File: config.mk
export PLATFORM = sky130hd
export DESIGN_NAME = irq_agg
export DESIGN_NICKNAME = d
export VERILOG_FILES = /design/src/rtl/irq_agg.sv
export SDC_FILE = /design/constraint.sdc
export NUM_CORES = 1
export LEC_CHECK = 0
export ABC_AREA = 0
export ABC_CLOCK_PERIOD_IN_PS = 1550
export CORE_MARGIN = 2
export CORE_UTILIZATION = 44
export DETAILED_ROUTE_END_ITERATION = 12
export PLACE_DENSITY = 0.76
export SKIP_CTS_REPAIR_TIMING = 1
export SYNTH_ARGS = -nofsm -noshare
export SYNTH_HDL_FRONTEND = slang
export SYNTH_SLANG_ARGS = --single-unit
File: constraint.sdc
create_clock -name clk -period 1.55 [get_ports clk]
set_input_delay 0.155 -clock clk [delete_from_list [all_inputs] [get_ports clk]]
set_output_delay 0.155 -clock clk [all_outputs]
set_load 0.03 [all_outputs]
File: src/rtl/irq_agg.sv
module irq_agg #(
  parameter int NSRC        = 16,
  parameter int DATA_W      = 16,
  parameter int ADDR_W      = 12,
  parameter int SYNC_STAGES = 2,
  parameter logic [ADDR_W-1:0] SRC_OFF  = 'h000,
  parameter logic [ADDR_W-1:0] MASK_OFF = 'h002,
  parameter logic [NSRC-1:0]   MASK_RST = 'h0010
) (
  input  logic              clk,
  input  logic              rst_n,
  input  logic [NSRC-1:0]   irq_in,
  input  logic [ADDR_W-1:0] bus_addr,
  input  logic              bus_wr,
  input  logic [DATA_W-1:0] bus_wdata,
  output logic [DATA_W-1:0] bus_rdata,
  output logic              irq_out
);

  logic [NSRC-1:0]   sync_q [SYNC_STAGES];
  logic [NSRC-1:0]   src;
  logic [NSRC-1:0]   mask_q;
  logic [NSRC-1:0]   pend;
  logic [DATA_W-1:0] vec;

  genvar s;
  generate
    for (s = 0; s < SYNC_STAGES; s++) begin : g_sync
      always_ff @(posedge clk or negedge rst_n) begin
        if (!rst_n) sync_q[s] <= '0;
        else if (s == 0) sync_q[s] <= irq_in;
        else sync_q[s] <= sync_q[(s == 0) ? 0 : s-1];
      end
    end
  endgenerate

  assign src = sync_q[SYNC_STAGES-1];

  always_ff @(posedge clk or negedge rst_n) begin
    if (!rst_n) mask_q <= MASK_RST;
    else if (bus_wr && bus_addr == MASK_OFF) mask_q <= bus_wdata[NSRC-1:0];
  end

  assign pend    = src & mask_q;
  assign irq_out = |pend;

  always_comb begin
    vec = '0;
    for (int i = NSRC-1; i >= 0; i--)
      if (pend[i]) vec = DATA_W'((i + 1) << 2);
  end

  assign bus_rdata = (bus_addr == SRC_OFF)  ? vec :
                     (bus_addr == MASK_OFF) ? DATA_W'(mask_q) : '0;


  vec_irq_agree_chk: assert property (@(posedge clk) disable iff (!rst_n)
    irq_out == (vec != '0));


  vec_align_chk: assert property (@(posedge clk) disable iff (!rst_n)
    vec[1:0] == 2'b00);


  mask_wr_chk: assert property (@(posedge clk) disable iff (!rst_n)
    (bus_wr && bus_addr == MASK_OFF) |=> mask_q == $past(bus_wdata[NSRC-1:0]));


  mask_hold_chk: assert property (@(posedge clk) disable iff (!rst_n)
    (bus_wr && bus_addr != MASK_OFF) |=> $stable(mask_q));


  reset_val_chk: assert property (@(posedge clk) disable iff (!rst_n)
    $past(!rst_n) |-> (mask_q == MASK_RST && src == '0));

endmodule

==> results of run 1 <==
[cells in the final DEF, fill, tap and decap left out, types with 2 or more instances in the layout]
cell             synthesis  routed
o21ai_2                  0       2
a22oi_1                  5       2
nand2_2                  0       2
a22o_1                   2       2
clkdlybuf4s50_1          0      34
a31oi_1                  2       2
dfrtp_1                 47      47
mux2_2                   6       6
buf_2                    0       2
buf_6                    1      22
clkbuf_2                 0       3
nand2_1                 16      14
clkbuf_8                 0       7
mux2_4                  10      10
o21ai_1                  0       2
and3_4                   0      12
buf_4                    0      36
a22oi_2                  0       3
a21oi_1                  3       2
a221o_1                  2       2
dlymetal6s2s_1           0       6
[kinds of logic (layout without fill, tap and decap cells)]
kind of cell,Yosys count,after routing,synth area share [%]
simple gates,41,41,11.89
flops,48,48,65.29
compound gates,25,25,9.783
buf+inv,4,115,1.223
mux,16,16,11.82
[area by class of cell]
class	count	area share, %
repair buffers	106	31.87
flip-flops and latches	48	38.00
multi-input cells	82	24.04
clock inverters	1	0.9490
inverters	1	0.1186
clock buffers	7	3.045
well taps	50	1.977
[registers in the layout, indices dropped and copies added (netlist names)]
register and flops:
mask_q 16, src 16, sync_q 16
[where the power goes]
group	switching, mW	internal (mW)
clock	0.404	0.569
combinational	0.0693	0.126
sequential	0.0213	1.30
total	0.495	1.99
[layer usage]
layer  global-route usage, %  up-vias  part of all wire (%)
met5                       0        -                     0
met4                   10.05        0                   3.6
met3                   4.708       19                   6.3
met2                   37.02       81                    53
met1                   24.08      777                    37
li1                        -      708                     -
[final timing paths]
path	to	start	slack (ns)	cells past startpoint
worst max-delay path	bus_rdata[6]	src[13]	-0.56	7
worst min-delay path	sync_q[16]	irq_in[0]	0.28	1
worst max register to register	mask_q[3]	mask_q[3]	0.61	2
worst min register to register	src[4]	sync_q[20]	0.34	0
max in group asynchronous	src[2]	rst_n	0.68	3
min in group asynchronous	src[4]	rst_n	0.48	3
[metrics by stage]
stage          instances  setup WS, ns
6_report             295       -0.5618
5_1_grt              295       -0.6212
4_1_cts              285       -0.7627
3_5_place_dp         277       -0.4796
3_3_place_gp         277       -0.4260
2_1_floorplan        134      -0.08958
==> key figures, run 1 <==
Detailed routing
  – Final wirelength: 5310 µm
  – Initial drt markers: 122
  – DRC: 0
  – Drt via density: 5.373
  – ANT nets after route: 0
  – Vias post-DR: 1,585
  – DR WL/cell: 18.00 µm
  – 1st-pass router iterations: 4

Min path
  – Min-delay worst type: input pin to flip-flop

Global routing
  – Largest net degree at the start of global routing: 49
  – Grt total ovfl: 0
  – First-pass GRT wire length: 6948 µm
  – Initial antenna violation count: 0
  – GRT Total Usage: 20.99%
  – Vias in the first global route: 1,517

Layout
  – Area of the multi-input gates: 760.7 µm²
  – Total area of sequential cells: 1202 µm²
  – Final-stage net count: 291
  – Fill cell count: 233
  – Design Area, Final: 3164 µm²
  – Area added between synthesis and finish: 71.81%
  – Diode count: 0
  – Fin util: 78.54%
  – Layout cell share with drive strength beyond 1: 48.57%

Timing
  – Achievable Freq: 0.4735 GHz
  – Minimum clock period: 2.112 ns
  – Fin crit share: 136.2%
  – Skew final: 0.01386 ns
  – TNS Setup: -2.846 ns
  – PnR worst setup slack: -0.5618 ns
  – Unrepaired setup endpoints after global routing: true
  – Fin. Hold Viols: 0
  – Max-slew violation count: 0
  – WHS: 0.2827 ns
  – Final setup violation count: 9
  – Tightest Pin Transition: 0.5842 ns
  – Slew Limit Headroom: 61.05%

Critical path
  – WP data arrival: 1.96 ns
  – Critical path capture point type: output pin
  – Crit path kind: flip-flop to output pin
  – Most frequent cell on the critical path: buf_6
  – Worst Path Buf+Inv: 2
  – Crit path max fanout: 2
  – Highest cell delay on the worst timing path: 0.39 ns
  – WP data required: 1.39 ns
  – Delay-heaviest family, CP: simple AND/OR/NAND/NOR gates
  – Crit-path slowest cell: dfrtp_1
  – Critical Path Source Type: flip-flop
  – Worst-path cell chain: a22o_1 > nand3b_1 > or2_4 > buf_6 > nor3_4 > a32o_2 > buf_6

Floorplan
  – Starting density of the core: 45.71%
  – Die Ht: 68.70 µm
  – Rows: 23
  – Core Box Area: 4029 µm²
  – Die area: 4720 µm²
  – I/O pins: 64
  – Die width: 68.70 µm

Status
  – Failing checks: negative setup slack
  – Status: finished, violations left

Synthesis
  – Post-synth ARST share: 100.0%
  – Post-Synthesis Cells: 134
  – Main area contributors after synthesis: dfrtp_1, mux2_4, and3_1
  – Synth warn: 0
  – Post-synthesis average cell area: 13.74 µm²
  – Post-synthesis sequential area ratio: 65.29%
  – Library cells used by synthesis: 31
  – Count leader, synth: dfrtp_1
  – Number of synthesized flops with an enable pin: 0
  – Cell Area, Synth: 1842 µm²
  – Synth Flop Type: dfrtp_1
  – Synth top area share: 63.86%
  – Post-synth top cells: dfrtp_1, nand2_1, and3_1, mux2_4, mux2_2
  – Largest area contributor in the netlist: dfrtp_1
  – Net Count, Synth: 181
  – Yosys reg bits: 48

Clocking
  – Clk Latency, worst-skew pair: 0.31 ns
  – Clk slew on worst S/H paths: 0.09 ns
  – H-tree depth: 2
  – Clock root cell: clkbuf_8
  – Clock sink count: 48
  – CTS buffer count: 5
  – CTS tree: built
  – CTS Buffer Depth: 2

Place
  – Placed inst area: 2724 µm²
  – Port bufs: 63
  – Routability cong.: 0.8529
  – Dpl hpwl: 3439 µm

Power and ir drop
  – Pwr dens: 785.3 nW/µm²
  – Pwr Total: 2.485 mW
  – Leak: 1.544 nW
  – VDD IR-drop max: 0.7314 mV

Job
  – Max-Cap Viols: 0
No activity file was read; power rests on OpenSTA's default activity.
==> run 2, diff against run 1 <==
--- a/config.mk
+++ b/config.mk
@@ -10,8 +10,10 @@
 export CORE_MARGIN = 2
 export CORE_UTILIZATION = 44
 export DETAILED_ROUTE_END_ITERATION = 12
+export GPL_TIMING_DRIVEN = 0
 export PLACE_DENSITY = 0.76
 export SKIP_CTS_REPAIR_TIMING = 1
+export SLEW_MARGIN = 15
 export SYNTH_ARGS = -nofsm -noshare
 export SYNTH_HDL_FRONTEND = slang
 export SYNTH_SLANG_ARGS = --single-unit
==> run 2 against run 1 <==
The run still ends with negative setup slack left; clock power is 7.2% lower; count of clock-buffer cells in the layout is 2 lower; sequential share of layout area is 4.8 points higher; critical path type unchanged.
==> key figures, run 2 (synthesized netlist as in run 1, its figures left out) <==
Status
  – Status: finished, violations left
  – Failing checks: negative setup slack

Place
  – Routability cong.: 0.8755 (+2.6%)
  – Dpl hpwl: 3125 µm (-9.1%)
  – Placed inst area: 2555 µm² (-6.2%)
  – Place WS: -1.061 ns (-0.5816 ns)
  – Placed cells: 248 (-10%)
  – Port bufs: 63 (unchanged)

Critical path
  – Worst r2r dst: mask_q[13]
  – R2r setup slk: 0.64 ns (+0.03 ns)
  – Critical Path Source Type: flip-flop
  – WP data required: 1.39 ns (about the same)
  – Critical path capture point type: output pin
  – Crit path to: bus_rdata[2]
  – CP Launch Point: mask_q[4]
  – Crit path max fanout: 4 (+2)
  – Reg2Reg Depth: 2 (unchanged)
  – Highest cell delay on the worst timing path: 0.57 ns (+0.18 ns)
  – Crit path kind: flip-flop to output pin
  – Worst-path cell chain: nand2_1 > a32o_1 > a221o_1 > a21oi_2 > buf_6
  – WP data arrival: 1.86 ns (-0.10 ns)
  – Crit-path slowest cell: dfstp_2
  – Worst R2R Start: mask_q[13]

Clocking
  – CTS tree: built
  – Clk slew on worst S/H paths: 0.09 ns (about the same)
  – CTS Buffer Depth: 2 (unchanged)
  – CTS buffer count: 5 (unchanged)
  – Clock sink count: 48 (unchanged)
  – Clk Latency, worst-skew pair: 0.29 ns (-0.02 ns)
  – Clock root cell: clkbuf_8
  – H-tree depth: 2 (unchanged)

Power and ir drop
  – Pwr Total: 2.390 mW (-3.8%)
  – Leak: 1.373 nW (-11%)
  – Pwr dens: 851.6 nW/µm² (+8.4%)
  – VDD IR-drop max: 0.7578 mV (+3.6%)

Layout
  – Area added between synthesis and finish: 52.38%
  – Commonest non-fill, non-tap cell in the layout: dfrtp_1
  – Area of the multi-input gates: 714.4 µm² (-6.1%)
  – Design Area, Final: 2806 µm² (-11%)
  – Finished Layout Cells: 261 (-12%)
  – Final-stage net count: 257 (-12%)
  – Diode count: 0 (unchanged)
  – Layout cell share with drive strength beyond 1: 36.49% (-12 points)
  – Total area of sequential cells: 1202 µm² (unchanged)
  – Fill cell count: 274 (+18%)
  – Fin util: 69.66% (-8.9 points)
  – Most frequent cells in the layout: dfrtp_1, clkdlybuf4s50_1, nand2_1

Detailed routing
  – Final wirelength: 4451 µm (-16%)
  – Vias post-DR: 1,447 (-8.7%)
  – 1st-pass router iterations: 4 (unchanged)
  – DR WL/cell: 17.05 µm (-5.3%)
  – ANT nets after route: 0 (unchanged)
  – Drt via density: 5.544 (+3.2%)
  – DRC: 0 (unchanged)
  – Initial drt markers: 106 (-13%)

Floorplan
  – Starting density of the core: 45.71% (unchanged)
  – Core Box Area: 4029 µm² (unchanged)
  – Die area: 4720 µm² (unchanged)
  – I/O pins: 64 (unchanged)
  – Die width: 68.70 µm (unchanged)
  – Die Ht: 68.70 µm (unchanged)
  – Rows: 23 (unchanged)

Timing
  – PnR worst setup slack: -0.4665 ns (+0.09527 ns)
  – Unrepaired setup endpoints after global routing: true
  – Minimum clock period: 2.017 ns (-0.09527 ns)
  – Slew Limit Headroom: 75.89% (+15 points)
  – Fin crit share: 130.1% (-6.1 points)
  – Skew final: 0.001119 ns (-0.01274 ns)
  – Max-slew violation count: 0 (unchanged)
  – Tightest Pin Transition: 0.3616 ns (-0.2226 ns)
  – TNS Setup: -2.475 ns (+0.3717 ns)
  – Fin. Hold Viols: 0 (unchanged)
  – Achievable Freq: 0.4959 GHz (+4.7%)
  – WHS: 0.2844 ns (+0.001709 ns)
  – Final setup violation count: 6 (-3)

Global routing
  – First-pass GRT wire length: 6251 µm (-10%)
  – Grt total ovfl: 0 (unchanged)
  – GRT Total Usage: 18.35% (-2.6 points)
  – Largest net degree at the start of global routing: 36 (-27%)
  – Vias in the first global route: 1,400 (-7.7%)
  – Initial antenna violation count: 0 (unchanged)

Job
  – Max-Cap Viols: 0 (unchanged)

Min path
  – Min-delay worst type: input pin to flip-flop
[run 2: per-layer routing]
metal | global-route usage [%] | part of all wire, % | vias up
met5 | 0 | 0 | -
met1 | 21.08 | 36 | 712
li1 | - | - | 643
met4 | 9.559 | 2.7 | 0
met3 | 3.896 | 6.9 | 14
met2 | 32.09 | 54 | 78
[run 2: power breakdown]
part	internal (mW)	total (mW)	switching [mW]
Combinational	0.112	0.169	0.0575
Sequential	1.30	1.32	0.0225
Clock	0.486	0.903	0.417
Total	1.89	2.39	0.497
[run 2: how the worst min path moves through the flow]
stage                     startpoint    endpoint  slack [ns]  cells after the start
final                     irq_in[15]  sync_q[31]        0.28                      1
after global routing       irq_in[3]  sync_q[19]        0.27                      1
after CTS                      rst_n   mask_q[9]       -0.25                      1
after detailed placement       rst_n   mask_q[9]        0.08                      1
after global placement    sync_q[23]      src[7]        0.33                      0
after floorplan                rst_n   mask_q[0]       -0.14                      0
[run 2: layout make-up]
type | count | share of cell area, %
clock buffers | 5 | 2.452
clock inverters | 3 | 1.650
repair buffers | 69 | 24.16
well taps | 50 | 2.229
flip-flops and latches | 48 | 42.84
multi-input cells | 82 | 25.46
inverters | 1 | 0.1337
plain buffers | 3 | 1.070
[run 2: critical path, delay by kind of cell (launching register included)]
family	cells	cell delay, ns
buffers and inverters	1	0.15
flip-flops	1	0.57
AO/OA/AOI/OAI	3	0.77
AND/OR/NAND/NOR	1	0.07
